<file path="src/rtl/bpc_pkg.sv">
package bpc_pkg;
  typedef enum logic [2:0] {
    NX_HOLD,
    NX_INC,
    NX_BRANCH,
    NX_RESTORE,
    NX_VECTOR
  } nxtSel_e;

  typedef struct packed {
    nxtSel_e sel;
    logic    bankBit;
    logic    forceLow;
    logic    vecHi;
    logic    push;
  } pcCtl_t;
endpackage

</file>
<file path="src/rtl/bpc_ctrl.sv">
module bpc_ctrl
  import bpc_pkg::*;
(
  input  logic   clk,
  input  logic   rstN,
  input  logic   advance,
  input  logic   selBank1,
  input  logic   selBank0,
  input  logic   doJump,
  input  logic   doCall,
  input  logic   doRet,
  input  logic   doRetr,
  input  logic   bufIrq,
  input  logic   tmrIrq,
  input  logic   pcHigh,
  output pcCtl_t ctl,
  output logic   bankFlag,
  output logic   popEn
);
  logic bankFf;
  logic inService;
  logic seqStep;
  logic irqTake;

  assign seqStep = advance | selBank1 | selBank0;
  assign irqTake = seqStep & ~inService & (bufIrq | tmrIrq);

  always_ff @(posedge clk) begin
    if (!rstN) begin
      bankFf    <= 1'b0;
      inService <= 1'b0;
    end else begin
      if (selBank1)      bankFf <= 1'b1;
      else if (selBank0) bankFf <= 1'b0;
      if (doRetr)        inService <= 1'b0;
      else if (irqTake)  inService <= 1'b1;
    end
  end

  always_comb begin
    ctl          = '0;
    ctl.bankBit  = bankFf;
    ctl.vecHi    = ~bufIrq;
    ctl.forceLow = inService & ~doRetr;
    if (doRetr || doRet)  ctl.sel = NX_RESTORE;
    else if (doCall)      ctl.sel = NX_BRANCH;
    else if (doJump)      ctl.sel = NX_BRANCH;
    else if (irqTake)     ctl.sel = NX_VECTOR;
    else if (seqStep)     ctl.sel = NX_INC;
    else                  ctl.sel = NX_HOLD;
    ctl.push = (doCall & ~doRet & ~doRetr) | (irqTake & ~doJump & ~doCall & ~doRet & ~doRetr);
  end

  assign bankFlag = bankFf;
  assign popEn    = doRet | doRetr;


  isr_bank_low_chk: assert property (@(posedge clk) disable iff (!rstN)
    inService |-> !pcHigh);


  ret_keeps_bank_chk: assert property (@(posedge clk) disable iff (!rstN)
    (doRet && !selBank1 && !selBank0) |=> bankFf == $past(bankFf));


  no_nest_chk: assert property (@(posedge clk) disable iff (!rstN)
    (inService && !doRetr) |=> inService);
endmodule

</file>
<file path="src/rtl/bpc_path.sv">
module bpc_path
  import bpc_pkg::*;
#(
  parameter int PC_W    = 12,
  parameter int VEC_BUF = 3,
  parameter int VEC_TMR = 7
) (
  input  logic            clk,
  input  logic            rstN,
  input  pcCtl_t          ctl,
  input  logic [PC_W-2:0] brTarget,
  input  logic [PC_W-1:0] popData,
  output logic [PC_W-1:0] pushData,
  output logic [PC_W-1:0] pc
);
  localparam int LOW_W = PC_W - 1;

  logic [PC_W-1:0]  pcReg;
  logic [PC_W-1:0]  incAddr;
  logic [PC_W-1:0]  nxtRaw;
  logic [PC_W-1:0]  nxtPc;
  logic [LOW_W-1:0] lowInc;

  assign lowInc  = pcReg[LOW_W-1:0] + 1'b1;
  assign incAddr = {pcReg[PC_W-1], lowInc};

  always_comb begin
    case (ctl.sel)
      NX_INC:     nxtRaw = incAddr;
      NX_BRANCH:  nxtRaw = {ctl.bankBit, brTarget};
      NX_RESTORE: nxtRaw = popData;
      NX_VECTOR:  nxtRaw = ctl.vecHi ? PC_W'(VEC_TMR) : PC_W'(VEC_BUF);
      default:    nxtRaw = pcReg;
    endcase
    nxtPc = nxtRaw;
    if (ctl.forceLow || ctl.sel == NX_VECTOR) nxtPc[PC_W-1] = 1'b0;
  end

  always_ff @(posedge clk) begin
    if (!rstN) pcReg <= '0;
    else       pcReg <= nxtPc;
  end

  assign pc       = pcReg;
  assign pushData = incAddr;


  inc_in_bank_chk: assert property (@(posedge clk) disable iff (!rstN)
    (ctl.sel == NX_INC) |=> (pcReg[PC_W-1] == $past(pcReg[PC_W-1]))
                            && (pcReg[LOW_W-1:0] == $past(pcReg[LOW_W-1:0]) + 1'b1));


  branch_bank_chk: assert property (@(posedge clk) disable iff (!rstN)
    (ctl.sel == NX_BRANCH && !ctl.forceLow) |=> pcReg[PC_W-1] == $past(ctl.bankBit));


  vector_loc_chk: assert property (@(posedge clk) disable iff (!rstN)
    (ctl.sel == NX_VECTOR) |=> (pcReg == PC_W'(VEC_BUF) || pcReg == PC_W'(VEC_TMR)));
endmodule

</file>
<file path="src/rtl/banked_pc_seq.sv">
module banked_pc_seq
  import bpc_pkg::*;
#(
  parameter int PC_W    = 12,
  parameter int VEC_BUF = 3,
  parameter int VEC_TMR = 7
) (
  input  logic            clk,
  input  logic            rstN,
  input  logic            advance,
  input  logic            selBank1,
  input  logic            selBank0,
  input  logic            doJump,
  input  logic            doCall,
  input  logic            doRet,
  input  logic            doRetr,
  input  logic            bufIrq,
  input  logic            tmrIrq,
  input  logic [PC_W-2:0] brTarget,
  input  logic [PC_W-1:0] stackPopData,
  output logic            stackPushEn,
  output logic [PC_W-1:0] stackPushData,
  output logic            stackPopEn,
  output logic [PC_W-1:0] fetchAddr,
  output logic            bankFlag
);
  pcCtl_t ctl;

  bpc_ctrl u_ctrl (
    .clk(clk), .rstN(rstN), .advance(advance), .selBank1(selBank1),
    .selBank0(selBank0), .doJump(doJump), .doCall(doCall), .doRet(doRet),
    .doRetr(doRetr), .bufIrq(bufIrq), .tmrIrq(tmrIrq),
    .pcHigh(fetchAddr[PC_W-1]), .ctl(ctl), .bankFlag(bankFlag),
    .popEn(stackPopEn)
  );

  bpc_path #(.PC_W(PC_W), .VEC_BUF(VEC_BUF), .VEC_TMR(VEC_TMR)) u_path (
    .clk(clk), .rstN(rstN), .ctl(ctl), .brTarget(brTarget),
    .popData(stackPopData), .pushData(stackPushData), .pc(fetchAddr)
  );

  assign stackPushEn = ctl.push;
endmodule

</file>
<file path="config.mk">
export PLATFORM = sky130hd
export DESIGN_NAME = banked_pc_seq
export DESIGN_NICKNAME = d
export VERILOG_FILES = /design/src/rtl/bpc_pkg.sv /design/src/rtl/bpc_ctrl.sv /design/src/rtl/bpc_path.sv /design/src/rtl/banked_pc_seq.sv
export SDC_FILE = /design/constraint.sdc
export NUM_CORES = 1
export LEC_CHECK = 0
export CORE_ASPECT_RATIO = 0.5
export CORE_MARGIN = 1.5
export CORE_UTILIZATION = 40
export DETAILED_ROUTE_END_ITERATION = 10
export DONT_BUFFER_PORTS = 1
export GPL_TIMING_DRIVEN = 0
export PLACE_DENSITY = 0.63
export SETUP_SLACK_MARGIN = 0.4
export SKIP_LAST_GASP = 1
export SLEW_MARGIN = 20
export SYNTH_ARGS = -nofsm -noshare
export SYNTH_HDL_FRONTEND = slang
export SYNTH_SLANG_ARGS = --single-unit
</file>
<file path="constraint.sdc">
create_clock -name clk -period 3.15 [get_ports clk]
set_input_delay 0.63 -clock clk [delete_from_list [all_inputs] [get_ports clk]]
set_output_delay 0.63 -clock clk [all_outputs]
set_load 0.005 [all_outputs]
</file>
==> results.cfg, run 1 <==
[routing]
drcViolationCount = 0
wl_met2_mm = 1.46
wirelength_mm = 3.26
drt_pass1_iterations = 4
wl_met1_mm = 1.49
dr.first_iter.drc_count = 48
highest_layer = met4
vias = 1123
ant_nets = 0
via_per_inst = 6.10
wl_met3_um = 265
wl_per_cell_um = 17.7

[die]
start_util_pct = 42.4
fp.dieH_um = 40.2
design.core.area_mm2 = 0.00262
fp.dieW_um = 77.5
fp-row-count = 13
die_area_mm2 = 0.00312
ios = 61

[power]
pwr-share-clk_pct = 38.3
p_leak_nw = 0.448
p_int_mw = 0.340
ir_worst_vdd_mv = 0.184
switchingPower_mw = 0.148
cellPowerDensity_mw_per_mm2 = 403
p_sw_share_pct = 30.3
p_seq_share_pct = 43.2
comb_power_share_pct = 18.6

[setup_path]
cp.required_ns = 2.52
path_max_fanout = 9
cp-end-kind = output port
start_kind = flop
critical_path_class = reg -> out
critPathArrivalTime_ns = 1.81

[place]
placedCellCount = 180
portBuffers = 0
routabilityCongestion = 0.851
post-dp-hpwl_mm = 2.43

[global_route]
grt_usage_pct = 21.5
grt_pass1_wl_mm = 4.85
grt_pass1_vias = 1018
antenna_found_initial = 0
overflow = 0
grt_max_degree = 11

[yosys]
ys_types = 42
synth_cells = 143
synth_warnings = 0
synth-edff-count = 0
ys_ff_latch = 14
ys.flop_type = dfxtp_1
synth_seq_area_share_pct = 25.3
synth_area_per_cell_um2 = 7.76
synth_area_mm2 = 0.00111
async_flop_share_pct = 0
synth_nets = 178

[final_layout]
fin_nets = 183
mostFrequentLayoutCells = nand2_1 (17), o21ai_0 (14), dfxtp_1 (14)
mostFrequentLayoutCell = nand2_1
final_cell_count_no_fill = 184
antennaDiodeCount = 0
layout-drive-gt1-share_pct = 14.3
syn_to_final_growth_pct = 9.13

[timing]
rsz0062_at_grt = no
fmax_mhz = 410
clock_skew_ns = 0.00840
final-max-slew-violation-count = 0
setup_viol = 0
tightestPinTransition_ns = 0.648
maxSlewHeadroom_pct = 56.4
period_needed_ns = 2.44
tns_ns = 0
period_share_pct = 77.4
hold_viol = 0

[clock_tree]
clk_latency_ns = 0.26
cts_hold_buf = 0
cts_root_buffer = clkbuf_8
clock-sinks = 14
clk_pin_slew_ns = 0.07
post-cts-setup-buffer-count = 0
ctsResizeCount = 0
cts_tree = built
cts.path.max_buffers = 2
htree_levels = 1
numCtsBuffers = 3

[status]
run_status = finished, final reports clean

[job]
cap_violations = 0

[min_path]
hp-class = reg -> reg
power by group through the flow:
stage                     clock, mW  combinational (mW)  sequential [mW]
final                         0.187              0.0906            0.211
after global routing          0.195               0.102            0.214
after CTS                     0.187              0.0902            0.211
after detailed placement          0              0.0894            0.215
after global placement            0              0.0884            0.215
after floorplan                   0              0.0739            0.209
cells in the mapped netlist (all sizes together), types with 5 or more instances:
library cell	number	area share (%)
nand2	17	5.7
dfxtp	14	25
o21ai	14	6.3
a21oi	8	3.6
buf	7	4.6
nor2	7	3.0
o211ai	7	6.1
nand3	6	2.7
xnor2	6	4.7
nand2b	5	2.8
layout make-up:
cell class / count / area [um^2]
fill: 273 / 1410
tap: 37 / 46.3
buffer: 11 / 66.3
clock buffer: 4 / 55.1
multi-input combinational: 113 / 744
sequential: 14 / 280
inverter: 5 / 18.8
per-stage QoR:
| step | hold WS [ns] | total power, mW | utilization [%] | area, um^2 | setup WS, ns |
|---|---|---|---|---|---|
| final | 0.480 | 0.488 | 46.2 | 1210 | 0.713 |
| after global placement | 0.474 | 0.303 | 44.1 | 1160 | 1.00 |
| after global routing | 0.506 | 0.510 | 46.2 | 1210 | 0.614 |
| after CTS | 0.486 | 0.489 | 46.2 | 1210 | 0.702 |
| after detailed placement | 0.477 | 0.305 | 44.1 | 1160 | 1.00 |
| after floorplan | 0.453 | 0.283 | - | 1110 | 1.09 |
registers in the layout, indices dropped and copies added (netlist names):
signal,cells
u_ctrl.bankFlag,1
u_path.pc,12
u_ctrl.inService,1
cells by family after synthesis:
family	synth area share, %
fa+ha+maj	1.13
buf+inv	7.67
xor+xnor	6.31
simple gates	23.0
flops	25.3
compound gates	36.6
layer usage:
layer  track usage, %  up-vias
met5                0        -
met4             9.55        0
met3             7.50        7
met2             35.5       33
met1             26.5      543
li1                 -      540
worst paths after layout:
check,endpoint,slack [ns],depth (start not counted),start
setup reg to reg,u_path.pc[4],1.23,6,u_path.pc[1]
hold / removal,u_path.pc[11],0.48,2,u_path.pc[11]
hold reg to reg,u_path.pc[11],0.48,2,u_path.pc[11]
setup / recovery,stackPushData[10],0.71,5,u_path.pc[1]
critical path: stages (launching register included):
cell and delay, ns:
dfxtp_1 0.49, ha_1 0.20, clkbuf_1 0.37, nand4_1 0.19, xor2_1 0.21, inv_1 0.08
Note: power is estimated with default switching activity, not from simulation.
==> run 2: changes to the inputs <==
ABC_AREA = 1   (was default)
clock period = 2.39 ns   (was 3.15 ns; I/O delays follow)
==> run 2 against run 1 <==
Compared with the run above:
- first-iteration DRC count shrank 31%
- total power rose by 30%
- largest cell class unchanged
- die area is 4.9% higher
- clock power increased by 28%
- register-to-register slack lost 0.15 ns
- utilization rose by 1.3 points
- critical path depth stayed put
- via count is 3.6% higher
- global-route usage is 3.6 points lower
- sequential share of layout area decreased by 0.98 points
- setup slack lost 0.23 ns
==> results.cfg, run 2 <==
[yosys]
synth_top_area_share_pct = 24.0
ys.flop_type = dfxtp_1
ys_types = 30
synth_nets = 227
synth_area_mm2 = 0.00117
synth_top_area_cell = dfxtp_1
yosys.cell_count.top_type = nand2_1
synth_area_per_cell_um2 = 6.08
ys_ff_latch = 14
synth-edff-count = 0
async_flop_share_pct = 0
ys_top_cells_by_area = dfxtp_1 (24%), nand2_1 (17%), nand3_1 (9.9%)
synth_common_cells = nand2_1 (54), inv_1 (23), nand3_1 (23)
synth_warnings = 0
synth_cells = 192
synth_seq_area_share_pct = 24.0

[status]
run_status = finished, final reports clean

[timing]
hold_viol = 0
rsz0062_at_grt = no
period_share_pct = 79.6
clock_skew_ns = 0.00112
tightestPinTransition_ns = 0.290
period_needed_ns = 1.90
final-max-slew-violation-count = 0
fmax_mhz = 526
setup_viol = 0
maxSlewHeadroom_pct = 80.6
tns_ns = 0

[setup_path]
path_max_fanout = 5
crit_family = simple AND/OR/NAND/NOR gates
cpPeakStageDelay_ns = 0.38
cp.required_ns = 1.91
cp-end-kind = output port
cp_slowest_cell = dfxtp_2
startpoint = u_path.pc[0]
critical_path_class = reg -> out
r2r-start = u_path.pc[0]
start_kind = flop
crit_chain = ha_1 -> nand3_2 -> nor2_4 -> nand3_1 -> and2_1
critPathBufInv = 0
critPathArrivalTime_ns = 1.42

[die]
fp.dieH_um = 41.2
start_util_pct = 43.5
fp-row-count = 13
design.core.area_mm2 = 0.00268
ios = 61
die_area_mm2 = 0.00327
fp.dieW_um = 79.4

[power]
ir_worst_vdd_mv = 0.279
power_mw = 0.632
p_leak_nw = 0.630
cellPowerDensity_mw_per_mm2 = 496

[clock_tree]
htree_levels = 1
clk_pin_slew_ns = 0.06
cts_hold_buf = 0
clock-sinks = 14
cts.path.max_buffers = 2
cts_tree = built
cts_root_buffer = clkbuf_8
post-cts-setup-buffer-count = 0
clk_latency_ns = 0.25
numCtsBuffers = 3

[place]
post-dp-hpwl_mm = 2.32
portBuffers = 0
routabilityCongestion = 0.777

[min_path]
hp-class = in -> reg
hp-start = doRetr

[final_layout]
fin_nets = 232
largest_reg_flops = 12
syn_to_final_growth_pct = 9.32
mostFrequentLayoutCells = nand2_1 (54), inv_1 (23), nand3_1 (23)
fin_util_pct = 47.6
mostFrequentLayoutCell = nand2_1
layout-drive-gt1-share_pct = 14.3
antennaDiodeCount = 0

[routing]
vias = 1163
drcViolationCount = 0
via_per_inst = 4.99
wirelength_mm = 2.88
wl_per_cell_um = 12.3
dr.first_iter.drc_count = 33
ant_nets = 0
drt_pass1_iterations = 4

[job]
cap_violations = 0

[global_route]
antenna_found_initial = 0
grt_pass1_wl_mm = 4.26
overflow = 0
grt_max_degree = 11
grt_usage_pct = 17.9
grt_pass1_vias = 907
## run 2: layer usage
metal | GRT usage, % | part of all wire (%) | routed length, um | up-vias
li1 | - | - | - | 623
met1 | 22.4 | 47 | 1360 | 506
met2 | 31.0 | 44 | 1270 | 34
met3 | 6.67 | 8.8 | 254 | 0
met4 | 2.63 | 0 | 0 | 0
met5 | 0 | 0 | 0 | -
## run 2: per-stage QoR
stage	cell area, um^2	worst slack [ns]	hold WS, ns	instances
6_report	1280	0.487	0.297	233
5_1_grt	1280	0.404	0.291	233
4_1_cts	1270	0.462	0.298	233
3_5_place_dp	1210	0.667	0.531	229
3_3_place_gp	1210	0.665	0.527	229
2_1_floorplan	1170	0.815	0.501	192
## run 2: logic make-up (layout without fill, tap and decap cells)
logic type | count (synthesis) | in the layout | share of synthesized area [%]
simple gates | 114 | 114 | 45.6
buf+inv | 31 | 35 | 12.2
compound gates | 29 | 29 | 14.9
flops | 14 | 14 | 24.0
xor+xnor | 3 | 3 | 2.25
fa+ha+maj | 1 | 1 | 1.07
## run 2: final timing paths
path	slack, ns	cells past startpoint	endpoint
worst max-delay path	0.49	5	stackPushData[10]
worst min-delay path	0.30	1	u_ctrl.inService
worst max register to register	1.08	7	u_path.pc[4]
worst min register to register	0.54	2	u_ctrl.inService
## run 2: worst reg2reg max path, stage by stage, from the launching register on
cell     delay, ns
dfxtp_2       0.38
ha_1          0.21
nand3_2       0.17
xor2_1        0.27
nand2_1       0.08
nand3_1       0.06
nand2_1       0.05
inv_1         0.04
## run 2: area by class of cell
type / count / area, um^2
Tap cell: 37 / 46.3
Inverter: 24 / 90.1
Clock buffer: 4 / 55.1
Buffer: 7 / 52.6
Multi-Input combinational cell: 147 / 749
Fill cell: 297 / 1410
Sequential cell: 14 / 283
## run 2: where the power goes
part	internal [mW]	switching, mW	leakage, nW
Sequential	0.251	0.0257	0.117
Combinational	0.0450	0.0717	0.484
Clock	0.146	0.0930	0.0288
## run 2: what timing repair did
action,4_1_cts,5_1_grt
gates resized for setup,2,1
hold endpoints to repair,0,0
endpoints found under the setup margin,1,1
==> run 3: changes to the inputs <==
ABC_AREA = 0   (was 1)
PLACE_DENSITY = 0.65   (was 0.63)
clock period = 1.5 ns   (was 2.39 ns; I/O delays follow)
==> run 3 against run 2 <==
Compared with the run above:
- the flow now finishes with violations (setup timing)
- sequential cell count stayed put
- wire length grew 24%
- critical path depth is 1 lower
- cell count shrank 14%
- clock skew about the same
- first-iteration DRC count grew 27%
- register-to-register slack worse by 1.1 ns
- sequential share of layout area fell by 3.5 points
==> results.cfg, run 3 (synthesis gave the netlist of run 1 again) <==
[die]
start_util_pct = 42.4
fp.dieH_um = 40.2
fp.dieW_um = 77.5
fp-row-count = 13
design.core.area_mm2 = 0.00262
ios = 61
die_area_mm2 = 0.00312

[routing]
vias = 1182
via_per_inst = 5.91
ant_nets = 0
drt_pass1_iterations = 4
dr.first_iter.drc_count = 42
wirelength_mm = 3.58
wl_per_cell_um = 17.9
drcViolationCount = 0

[timing]
rsz0062_at_grt = yes
finalWorstSetupSlack_ns = -0.206
clock_skew_ns = 0.00140
hold_viol = 0
tightestPinTransition_ns = 0.518
maxSlewHeadroom_pct = 65.5
setup_viol = 9
final-max-slew-violation-count = 0
fmax_mhz = 586
tns_ns = -0.935
period_share_pct = 114
period_needed_ns = 1.71

[final_layout]
fillCellCount = 227
syn_to_final_growth_pct = 47.1
fin_util_pct = 62.4
layout-drive-gt1-share_pct = 47.9
fin_nets = 199
multi_input_area_um2 = 958
mostFrequentLayoutCells = nand2_1 (13), buf_4 (13), o21ai_0 (12)
fin_area_mm2 = 0.00163
antennaDiodeCount = 0
ff_latch_area_um2 = 304
final_cell_count_no_fill = 200
largest_reg_flops = 12

[setup_path]
path_max_fanout = 5
start_kind = flop
cp-end-kind = output port
critical_path_class = reg -> out
cp.required_ns = 1.20
critPathArrivalTime_ns = 1.41

[clock_tree]
clock-sinks = 14
clk_latency_ns = 0.25
numCtsBuffers = 3
cts.path.max_buffers = 2
cts_tree = built
htree_levels = 1
clk_pin_slew_ns = 0.07
cts_root_buffer = clkbuf_8

[global_route]
grt_max_degree = 11
antenna_found_initial = 0
overflow = 0
grt_pass1_wl_mm = 5.53
grt_usage_pct = 24.0
grt_pass1_vias = 1096

[job]
cap_violations = 0

[place]
routabilityCongestion = 0.808
place_area_mm2 = 0.00127
portBuffers = 0
post-dp-hpwl_mm = 2.50
placedCellCount = 180

[power]
ir_worst_vdd_mv = 0.414
cellPowerDensity_mw_per_mm2 = 692
p_leak_nw = 0.654
power_mw = 1.13

[status]
violations = setup timing
run_status = finished, violations left

[min_path]
hp-class = in -> reg
[run 3: cell count changes in the layout (fill, tap and decap cells not counted), moves of 10 or more]
| cell | previous run | this run |
|---|---|---|
| nand2_1 | 54 | 13 |
| inv_1 | 23 | 4 |
| nand3_1 | 23 | 5 |
| nor2_1 | 21 | 4 |
| buf_4 | 2 | 13 |
| o21ai_0 | 2 | 12 |
[run 3: where the power goes]
group / leakage [nW] / switching, mW / internal, mW
clock network: 0.0288 / 0.153 / 0.233
logic: 0.504 / 0.143 / 0.149
registers: 0.120 / 0.0521 / 0.401
[run 3: metal layers]
| layer | global-route usage (%) | wire length [um] |
|---|---|---|
| met3 | 8.64 | 244 |
| met2 | 40.1 | 1680 |
| met5 | 0 | 0 |
| met1 | 30.6 | 1640 |
| met4 | 5.45 | 10 |
[run 3: what timing repair did]
item | 4_1_cts | 5_1_grt
hold buffers | 0 | 0
gates resized for setup | 30 | 11
pin swaps | 16 | 14
endpoints found under the setup margin | 23 | 24
setup buffers | 12 | 4
[run 3: final cells by class]
cell class                      count  share of cell area (%)
Clock buffer                        4                    3.37
Sequential cell                    14                    18.6
Buffer                             11                    6.44
Tap cell                           37                    2.84
Timing Repair Buffer               16                    8.74
Inverter                            5                    1.30
Multi-Input combinational cell    113                    58.7
[run 3: worst max-delay path, stage by stage, from the launching register on]
cell and delay (ns):
dfxtp_1 0.45, and3_1 0.25, and4_4 0.25, xnor2_2 0.12, inv_1 0.07
[run 3: worst paths after layout]
kind                      start               end  slack (ns)  cells past startpoint
setup / recovery   u_path.pc[8]  stackPushData[9]       -0.21                      4
hold / removal         selBank1   u_ctrl.bankFlag        0.17                      1
setup reg to reg   u_path.pc[8]      u_path.pc[9]       -0.01                      6
hold reg to reg   u_path.pc[11]     u_path.pc[11]        0.50                      2
[run 3: per-stage QoR]
step	hold slack, ns	setup slack [ns]
2_1_floorplan	0.424	0.120
3_3_place_gp	0.427	-0.0196
3_5_place_dp	0.430	-0.0148
4_1_cts	0.173	-0.173
5_1_grt	0.165	-0.285
6_report	0.173	-0.206
